<file path="src/rtl/nvm_wlock_pkg.sv">
package nvm_wlock_pkg;
   typedef enum logic [1:0] {
      KS_LOCKED = 2'd0,
      KS_HALF   = 2'd1,
      KS_OPEN   = 2'd2,
      KS_SEALED = 2'd3
   } key_st_e;
endpackage

</file>
<file path="src/rtl/nvm_key_seq.sv">
module nvm_key_seq
   import nvm_wlock_pkg::*;
#(
   parameter int unsigned KEY_W = 8,
   parameter logic [KEY_W-1:0] KEY_A = 8'h56,
   parameter logic [KEY_W-1:0] KEY_B = 8'hAE
) (
   input  logic             clk,
   input  logic             rst_n,
   input  logic             key_wr,
   input  logic [KEY_W-1:0] key_data,
   input  logic             relock,
   output key_st_e          state
);
   key_st_e nxt;

   always_comb begin
      nxt = state;
      unique case (state)
         KS_LOCKED: if (key_wr) nxt = (key_data == KEY_A) ? KS_HALF : KS_SEALED;
         KS_HALF: begin
            if (relock)      nxt = KS_LOCKED;
            else if (key_wr) nxt = (key_data == KEY_B) ? KS_OPEN : KS_SEALED;
         end
         KS_OPEN:   if (relock) nxt = KS_LOCKED;
         KS_SEALED: nxt = KS_SEALED;
         default:   nxt = KS_SEALED;
      endcase
   end

   always_ff @(posedge clk or negedge rst_n) begin
      if (!rst_n) state <= KS_LOCKED;
      else        state <= nxt;
   end
endmodule

</file>
<file path="src/rtl/nvm_region_dec.sv">
module nvm_region_dec #(
   parameter int unsigned ADDR_W = 16,
   parameter longint unsigned BASE = 64'h8000,
   parameter longint unsigned SIZE = 64'h8000
) (
   input  logic [ADDR_W-1:0] addr,
   output logic              hit,
   output logic [ADDR_W-1:0] offset
);
   localparam logic [ADDR_W-1:0] BASE_V = ADDR_W'(BASE);
   localparam logic [ADDR_W:0]   SIZE_V = (ADDR_W+1)'(SIZE);

   always_comb begin
      offset = addr - BASE_V;
      hit    = (addr >= BASE_V) && ({1'b0, offset} < SIZE_V);
   end
endmodule

</file>
<file path="src/rtl/nvm_wlock.sv">
module nvm_wlock
   import nvm_wlock_pkg::*;
#(
   parameter int unsigned ADDR_W     = 16,
   parameter int unsigned REG_AW     = 2,
   parameter int unsigned KEY_W      = 8,
   parameter longint unsigned PROG_BASE = 64'h8000,
   parameter longint unsigned PROG_SIZE = 64'h8000,
   parameter longint unsigned DATA_BASE = 64'h4000,
   parameter longint unsigned DATA_SIZE = 64'h0800,
   parameter int unsigned PAGE_BYTES = 64,
   parameter int unsigned BOOT_PG_W  = 4,
   parameter int unsigned PKEY_REG   = 0,
   parameter int unsigned DKEY_REG   = 1,
   parameter int unsigned RELOCK_REG = 2,
   parameter logic [KEY_W-1:0] PKEY1 = 8'h56,
   parameter logic [KEY_W-1:0] PKEY2 = 8'hAE,
   parameter logic [KEY_W-1:0] DKEY1 = 8'hAE,
   parameter logic [KEY_W-1:0] DKEY2 = 8'h56
) (
   input  logic                 clk,
   input  logic                 rst_n,
   input  logic                 reg_wr,
   input  logic [REG_AW-1:0]    reg_addr,
   input  logic [KEY_W-1:0]     reg_wdata,
   input  logic                 mem_wr,
   input  logic [ADDR_W-1:0]    mem_addr,
   input  logic [BOOT_PG_W-1:0] boot_pages,
   output logic                 prog_wen,
   output logic                 data_wen,
   output logic                 wr_accept,
   output logic                 wr_reject,
   output logic                 illegal_flag
);
   localparam int unsigned PG_SH = $clog2(PAGE_BYTES);
   localparam int unsigned LIM_W = BOOT_PG_W + PG_SH;
   localparam int unsigned NREG  = 2;

   // elaboration-time parameter checks
   if (PAGE_BYTES != (1 << PG_SH)) begin : g_bad_page
      $error("PAGE_BYTES must be a power of two");
   end
   if (LIM_W > ADDR_W) begin : g_bad_boot
      $error("boot area limit wider than address");
   end
   if (PROG_BASE + PROG_SIZE > (64'd1 << ADDR_W) ||
       DATA_BASE + DATA_SIZE > (64'd1 << ADDR_W)) begin : g_bad_map
      $error("region exceeds address space");
   end
   if (!(PROG_BASE >= DATA_BASE + DATA_SIZE || DATA_BASE >= PROG_BASE + PROG_SIZE)) begin : g_bad_ovl
      $error("regions overlap");
   end
   if (PKEY_REG == DKEY_REG || PKEY_REG == RELOCK_REG || DKEY_REG == RELOCK_REG) begin : g_bad_reg
      $error("register addresses must differ");
   end
   if (KEY_W < NREG) begin : g_bad_kw
      $error("data width too small for relock bits");
   end

   key_st_e           ks  [NREG];
   logic              hit [NREG];
   logic [ADDR_W-1:0] off [NREG];
   key_st_e           p_st, d_st;

   for (genvar g = 0; g < NREG; g++) begin : g_reg
      localparam logic [KEY_W-1:0] KA = (g == 0) ? PKEY1 : DKEY1;
      localparam logic [KEY_W-1:0] KB = (g == 0) ? PKEY2 : DKEY2;
      localparam int unsigned      KR = (g == 0) ? PKEY_REG : DKEY_REG;
      localparam longint unsigned  RB = (g == 0) ? PROG_BASE : DATA_BASE;
      localparam longint unsigned  RS = (g == 0) ? PROG_SIZE : DATA_SIZE;

      logic key_hit, relock_hit;
      assign key_hit    = reg_wr && (reg_addr == REG_AW'(KR));
      assign relock_hit = reg_wr && (reg_addr == REG_AW'(RELOCK_REG)) && reg_wdata[g];

      nvm_key_seq #(.KEY_W(KEY_W), .KEY_A(KA), .KEY_B(KB)) u_seq (
         .clk      (clk),
         .rst_n    (rst_n),
         .key_wr   (key_hit),
         .key_data (reg_wdata),
         .relock   (relock_hit),
         .state    (ks[g])
      );

      nvm_region_dec #(.ADDR_W(ADDR_W), .BASE(RB), .SIZE(RS)) u_dec (
         .addr   (mem_addr),
         .hit    (hit[g]),
         .offset (off[g])
      );
   end

   assign p_st = ks[0];
   assign d_st = ks[1];

   logic [ADDR_W-1:0] boot_lim;
   logic              in_boot, pass_p, pass_d;

   always_comb begin
      boot_lim = ADDR_W'(boot_pages) << PG_SH;
      in_boot  = hit[0] && (off[0] < boot_lim);
      pass_p   = mem_wr && hit[0] && !in_boot && (ks[0] == KS_OPEN);
      pass_d   = mem_wr && hit[1] && (ks[1] == KS_OPEN);
   end

   always_ff @(posedge clk or negedge rst_n) begin
      if (!rst_n) begin
         prog_wen     <= 1'b0;
         data_wen     <= 1'b0;
         wr_accept    <= 1'b0;
         wr_reject    <= 1'b0;
         illegal_flag <= 1'b0;
      end else begin
         prog_wen  <= pass_p;
         data_wen  <= pass_d;
         wr_accept <= pass_p || pass_d;
         wr_reject <= mem_wr && !pass_p && !pass_d;
         if (mem_wr && !pass_p && !pass_d) illegal_flag <= 1'b1;
      end
   end
endmodule

</file>
<file path="config.mk">
export PLATFORM = sky130hd
export DESIGN_NAME = nvm_wlock
export DESIGN_NICKNAME = d
export VERILOG_FILES = /design/src/rtl/nvm_wlock_pkg.sv /design/src/rtl/nvm_key_seq.sv /design/src/rtl/nvm_region_dec.sv /design/src/rtl/nvm_wlock.sv
export SDC_FILE = /design/constraint.sdc
export NUM_CORES = 1
export LEC_CHECK = 0
export ABC_AREA = 1
export CORE_MARGIN = 5
export CORE_UTILIZATION = 30
export CTS_CLUSTER_SIZE = 25
export DETAILED_ROUTE_END_ITERATION = 12
export GPL_ROUTABILITY_DRIVEN = 0
export PLACE_DENSITY = 0.65
export SYNTH_ARGS = -nofsm -noshare
export SYNTH_HDL_FRONTEND = slang
export SYNTH_SLANG_ARGS = --single-unit
</file>
<file path="constraint.sdc">
create_clock -name clk -period 1.3 [get_ports clk]
set_clock_uncertainty 0.1 [all_clocks]
set_input_delay 0.39 -clock clk [delete_from_list [all_inputs] [get_ports clk]]
set_output_delay 0.39 -clock clk [all_outputs]
set_load 0.05 [all_outputs]
</file>
# After elaboration in Yosys (flattened, before gate mapping)
# Index checks and enable logic that the tools add are counted.
# classes
add_sub_neg	2
n_mul	0
n_div	0
n_lt_le_gt_ge	5
eq_ne	16
shifts	0
muxes	14
bitwise	0
reduce_logical	24
# op_table
operator	n
2-bit two-way mux	10
16-bit by 15-bit >= comparator with 1-bit output (second input constant)	1
16-bit >= comparator (second input constant)	1
16-bit by 10-bit less-than comparator with 1-bit output	1
16-bit by 12-bit less-than comparator with 1-bit output (second input constant)	1
16-bit less-than comparator (second input constant)	1
2-bit one-hot mux with 4 select lines	2
16-bit by 15-bit subtractor with 16-bit output (second input constant)	1
16-bit subtractor (second input constant)	1
1-bit logical AND	15
2-bit == test (second input constant)	5
8-bit by 7-bit == test with 1-bit output (second input constant)	1
8-bit == test (second input constant)	1
2-bit inequality test (second input constant)	4
2-bit by 1-bit == test with 1-bit output (second input constant)	3
2-bit logical NOT	3
3-bit inequality test (second input constant)	2
3-bit AND reduction	2
1-bit logical NOT	3
1-bit two-way mux	2
1-bit logical OR	1
# word_totals
reg_bits	9
latchBits	0
ram_bits	0
rom_bits	0
input_bits	34
output_inout_bits	5
elab_cells	68
memories	0

# Longest topological paths before layout
# depth
depth_word	10
mapped_depth	9
ltp_nobuf	9

# Cells and area by module
# Synthesis repeated with hierarchy kept, for this count alone.
# hier_totals
hier_cells	196
area_unflattened_um2	1119.8
# modules_own_cells
mod	instances	cells_each	area_each_um2	seq_area_each_um2
nvm_key_seq	2	46	219.0	50.0
nvm_wlock	1	51	345.3	125.1
nvm_region_dec (g_reg[1].u_dec)	1	36	216.5	0.0
nvm_region_dec (g_reg[0].u_dec)	1	17	120.1	0.0

# Worst setup path after synthesis
# No wires, ideal clock.
# synth_timing
kind	input port to flip-flop
startpoint	input port boot_pages[3]
endpoint	register illegal_flag
setup_ps	119
t_arrival_ps	1105
t_required_ps	1081
slack_ps	-24
path_stages	9
n_path_buf	0
cell_sequence	inv_1 -> ha_1 -> nand2_1 -> nor2b_1 -> nand2_1 -> nand2_1 -> nand2_1 -> nand3_1 -> nand2_1
# synth_via
elab_chain_cells	8
# synth_lines
element	line	source
start: declaration	nvm_wlock.sv:28	input logic [BOOT_PG_W-1:0] boot_pages,
16-bit by 10-bit less-than comparator with 1-bit output	nvm_wlock.sv:100	in_boot = hit[0] && (off[0] < boot_lim);
1-bit logical AND	nvm_wlock.sv:100	
1-bit logical NOT	nvm_wlock.sv:101	pass_p = mem_wr && hit[0] && !in_boot && (ks[0] == KS_OPEN);
1-bit logical AND (2 in series)	nvm_wlock.sv:101	
1-bit logical NOT	nvm_wlock.sv:117	if (mem_wr && !pass_p && !pass_d) illegal_flag <= 1'b1;
1-bit logical AND (2 in series)	nvm_wlock.sv:117	
end signal: assignment	nvm_wlock.sv:111	illegal_flag <= 1'b0;
end signal: assignment	nvm_wlock.sv:117	
end: declaration	nvm_wlock.sv:33	output logic illegal_flag
# No other way between the ends.
# A chain may end at the register's enable or synchronous reset.

# Final worst setup path
# layout_timing
startpoint	register illegal_flag
endpoint	output port illegal_flag
# No word-level cell between the ends.

==> run_summary.xml <==
<?xml version="1.0" encoding="UTF-8"?>
<metrics>
  <group name="drt">
    <metric name="drt_first_pass_iters" unit="">4</metric>
    <metric name="route.detailed.wl_per_inst" unit="um">9.43</metric>
    <metric name="via_per_inst" unit="">4.28</metric>
    <metric name="via_count" unit="">784</metric>
    <metric name="drcViolationCount" unit="">0</metric>
    <metric name="route.antenna.remaining_nets" unit="">0</metric>
    <metric name="detail_route.wirelength" unit="um">1730</metric>
    <metric name="drt_iter0_drc" unit="">17</metric>
  </group>
  <group name="clock_network">
    <metric name="cts_max_path_buffers" unit="">2</metric>
    <metric name="clkSinkCount" unit="">9</metric>
    <metric name="tritoncts" unit="">built</metric>
    <metric name="worst_skew_pair.late_latency" unit="ns">0.25</metric>
    <metric name="cts-htree-levels" unit="">1</metric>
    <metric name="cts_made_buffers" unit="">3</metric>
    <metric name="ctsHoldBuffers" unit="">0</metric>
    <metric name="cts-root-buf" unit="">sky130_fd_sc_hd__clkbuf_4</metric>
    <metric name="clk_transition_reported_paths" unit="ns">0.06</metric>
  </group>
  <group name="logic_synthesis">
    <metric name="synth_area" unit="um^2">688</metric>
    <metric name="synth-edff-count" unit="">0</metric>
    <metric name="ys_seq_elements" unit="">9</metric>
    <metric name="synthesized_netlist_cell_count" unit="">114</metric>
    <metric name="synthArstFlopShare" unit="">1.00</metric>
    <metric name="synth_top_cells_by_count" unit="">sky130_fd_sc_hd__nand2_1 (41), sky130_fd_sc_hd__inv_1 (24), sky130_fd_sc_hd__nor2_1 (18)</metric>
    <metric name="ys_seq_area_frac" unit="">0.327</metric>
    <metric name="synth.largest_area_cell" unit="">sky130_fd_sc_hd__dfrtp_1</metric>
    <metric name="synthDistinctLibCells" unit="">14</metric>
    <metric name="syn_area_per_cell" unit="um^2">6.04</metric>
    <metric name="post-synth-top-count-cell" unit="">sky130_fd_sc_hd__nand2_1</metric>
    <metric name="post_synth_top_flop" unit="">sky130_fd_sc_hd__dfrtp_1</metric>
    <metric name="mappedNetlistNets" unit="">151</metric>
    <metric name="most_area_consuming_cells_after_synthesis" unit="">sky130_fd_sc_hd__dfrtp_1 (33%), sky130_fd_sc_hd__nand2_1 (22%), sky130_fd_sc_hd__inv_1 (13%)</metric>
    <metric name="syn_warnings" unit="">0</metric>
    <metric name="yosysTopAreaCellShare" unit="">0.327</metric>
  </group>
  <group name="timing">
    <metric name="rsz_0062_raised_after_global_routing" unit="">yes</metric>
    <metric name="setup_violations" unit="">3</metric>
    <metric name="min_period_over_period" unit="">1.01</metric>
    <metric name="fmax" unit="MHz">759</metric>
    <metric name="final_hold_viol_count" unit="">0</metric>
    <metric name="setup-tns-final" unit="ns">-0.0271</metric>
    <metric name="slew_limit_fails" unit="">0</metric>
    <metric name="timing.max_slew.rel_slack" unit="">0.742</metric>
    <metric name="fin_worst_hold_slack" unit="ns">0.321</metric>
    <metric name="post_layout_min_period" unit="ns">1.32</metric>
    <metric name="max_slew.worst_pin.slew" unit="ns">0.385</metric>
    <metric name="setup_ws" unit="ns">-0.0175</metric>
  </group>
  <group name="power">
    <metric name="power.density_cell_area" unit="nW/um^2">933</metric>
    <metric name="cellLeakagePower" unit="nW">0.692</metric>
    <metric name="seq_power_share" unit="">0.330</metric>
    <metric name="fin_total_pwr" unit="mW">1.11</metric>
    <metric name="pwr-share-comb" unit="">0.479</metric>
    <metric name="internal_power" unit="uW">683</metric>
    <metric name="vdd_drop_max" unit="uV">571</metric>
    <metric name="power_switching" unit="uW">432</metric>
    <metric name="power_frac_clock" unit="">0.190</metric>
    <metric name="p_sw_frac" unit="">0.388</metric>
  </group>
  <group name="global_routing">
    <metric name="first_global_vias" unit="">775</metric>
    <metric name="most_used_routing_layer" unit="">met2</metric>
    <metric name="grt_remaining_overflow" unit="">0</metric>
    <metric name="track_usage" unit="">0.115</metric>
    <metric name="grt_max_degree" unit="">10</metric>
    <metric name="grt_pass1_wl" unit="um">3060</metric>
    <metric name="antenna_found_initial" unit="">0</metric>
    <metric name="global_route.usage.met2" unit="">0.208</metric>
    <metric name="globalRouteMet3Util" unit="">0.0401</metric>
    <metric name="met1_usage" unit="">0.124</metric>
  </group>
  <group name="placed_design">
    <metric name="placed_cells_incl_taps" unit="">179</metric>
    <metric name="placement.setup.worst_slack" unit="ns">-0.734</metric>
    <metric name="dpl-instance-area" unit="um^2">1170</metric>
    <metric name="dpl.hpwl" unit="um">1510</metric>
    <metric name="port_buffer_count" unit="">32</metric>
  </group>
  <group name="finish">
    <metric name="drive_gt1_frac" unit="">0.265</metric>
    <metric name="fin_nets" unit="">193</metric>
    <metric name="area.growth.synth_to_final" unit="%">73.6</metric>
    <metric name="final_design_area_no_fill" unit="um^2">1190</metric>
    <metric name="postLayoutCoreUtil" unit="">0.545</metric>
    <metric name="fillCellCount" unit="">227</metric>
    <metric name="number_of_inserted_diodes" unit="">0</metric>
    <metric name="final_cells" unit="">183</metric>
  </group>
  <group name="floorplan">
    <metric name="die_height" unit="um">57.9</metric>
    <metric name="dieWidth" unit="um">57.9</metric>
    <metric name="core-area" unit="um^2">2190</metric>
    <metric name="floorplan.rows" unit="">17</metric>
    <metric name="pin_count" unit="">39</metric>
    <metric name="die-area" unit="um^2">3350</metric>
    <metric name="initial_utilization" unit="">0.314</metric>
  </group>
  <group name="setup_path">
    <metric name="crit_family" unit="">flip-flops</metric>
    <metric name="worst-setup-path-type" unit="">register to output port</metric>
    <metric name="critical_path.n_buffers_inverters" unit="">1</metric>
    <metric name="worst_setup_path_start_kind" unit="">register</metric>
    <metric name="end_kind" unit="">output port</metric>
    <metric name="critPathArrivalTime" unit="ns">0.83</metric>
    <metric name="worst-endpoint-required" unit="ns">0.81</metric>
    <metric name="worstPathCellList" unit="">buf_12</metric>
    <metric name="worst_path_largest_cell_delay" unit="ns">0.41</metric>
    <metric name="critical-path-slowest-cell" unit="">sky130_fd_sc_hd__dfrtp_1</metric>
    <metric name="critPathMaxFanout" unit="">2</metric>
  </group>
  <group name="run">
    <metric name="timing.max_cap.violations" unit="">0</metric>
  </group>
  <group name="run_status">
    <metric name="failed_checks" unit="">negative setup slack</metric>
    <metric name="run_status" unit="">complete, but fails checks</metric>
  </group>
  <group name="hold_path">
    <metric name="min-delay-path-class" unit="">input pin to asynchronous set/reset pin</metric>
  </group>
</metrics>
## sequential cells by signal (all words and copies together), names as in the netlist
name,cells
illegal_flag,1
prog_wen,1
wr_accept,1
data_wen,1
wr_reject,1
g.u_seq.state,4
## cell families after synthesis
group / Yosys count / synth area share
fa+ha+maj: 3 / 0.0546
buf+inv: 25 / 0.136
flops: 9 / 0.327
simple gates: 77 / 0.482
## repair_timing
action / CTS / global route
gates cloned: 0 / 0
setup endpoints to repair: 13 / 11
pin swaps: 20 / 10
resized for setup: 38 / 21
setup buffers: 0 / 0
## routing by layer
| layer | up-vias | wire, um | share of wire |
|---|---|---|---|
| met5 | - | 0 | 0 |
| met4 | 0 | 0 | 0 |
| met3 | 0 | 123 | 0.071 |
| met2 | 21 | 878 | 0.51 |
| met1 | 345 | 723 | 0.42 |
| li1 | 418 | - | - |
## area by class of cell
cell class                 instances  area [um^2]  share of cell area
tap                               28         35.0              0.0293
clock buffer                       4         26.3              0.0220
multi-input combinational         80          423               0.354
sequential                         9          225               0.188
timing repair buffer              37          377               0.315
inverter                          25          109              0.0911
## final timing paths
check	startpoint	endpoint	slack (ns)	depth (start not counted)
hold / removal	rst_n	g_reg[1].u_seq.state[0]	0.32	1
setup reg to reg	g_reg[1].u_seq.state[1]	g_reg[1].u_seq.state[1]	0.15	6
min in group clk	illegal_flag	illegal_flag	0.43	2
hold reg to reg	illegal_flag	illegal_flag	0.43	2
setup / recovery	illegal_flag	illegal_flag	-0.02	1
max in group asynchronous	rst_n	g_reg[0].u_seq.state[0]	0.51	1
## placed cells by master, fill, tap and decap left out, drive strengths merged
master / instances
buf: 12
clkbuf: 10
clkdlybuf4s50: 1
dfrtp: 9
dlygate4sd2: 14
dlymetal6s2s: 4
ha: 3
inv: 25
nand2: 42
nand3: 8
nand4: 2
nor2: 21
nor2b: 1
nor3: 3
## power groups by stage
stage | Clock, mW | Sequential (mW) | Combinational [mW]
floorplan | 0 | 0.404 | 0.270
global placement | 0 | 0.372 | 0.527
detailed placement | 0 | 0.372 | 0.553
CTS | 0.220 | 0.368 | 0.545
global route | 0.239 | 0.374 | 0.600
finish | 0.212 | 0.368 | 0.534
(Power assumes the default switching activity.)
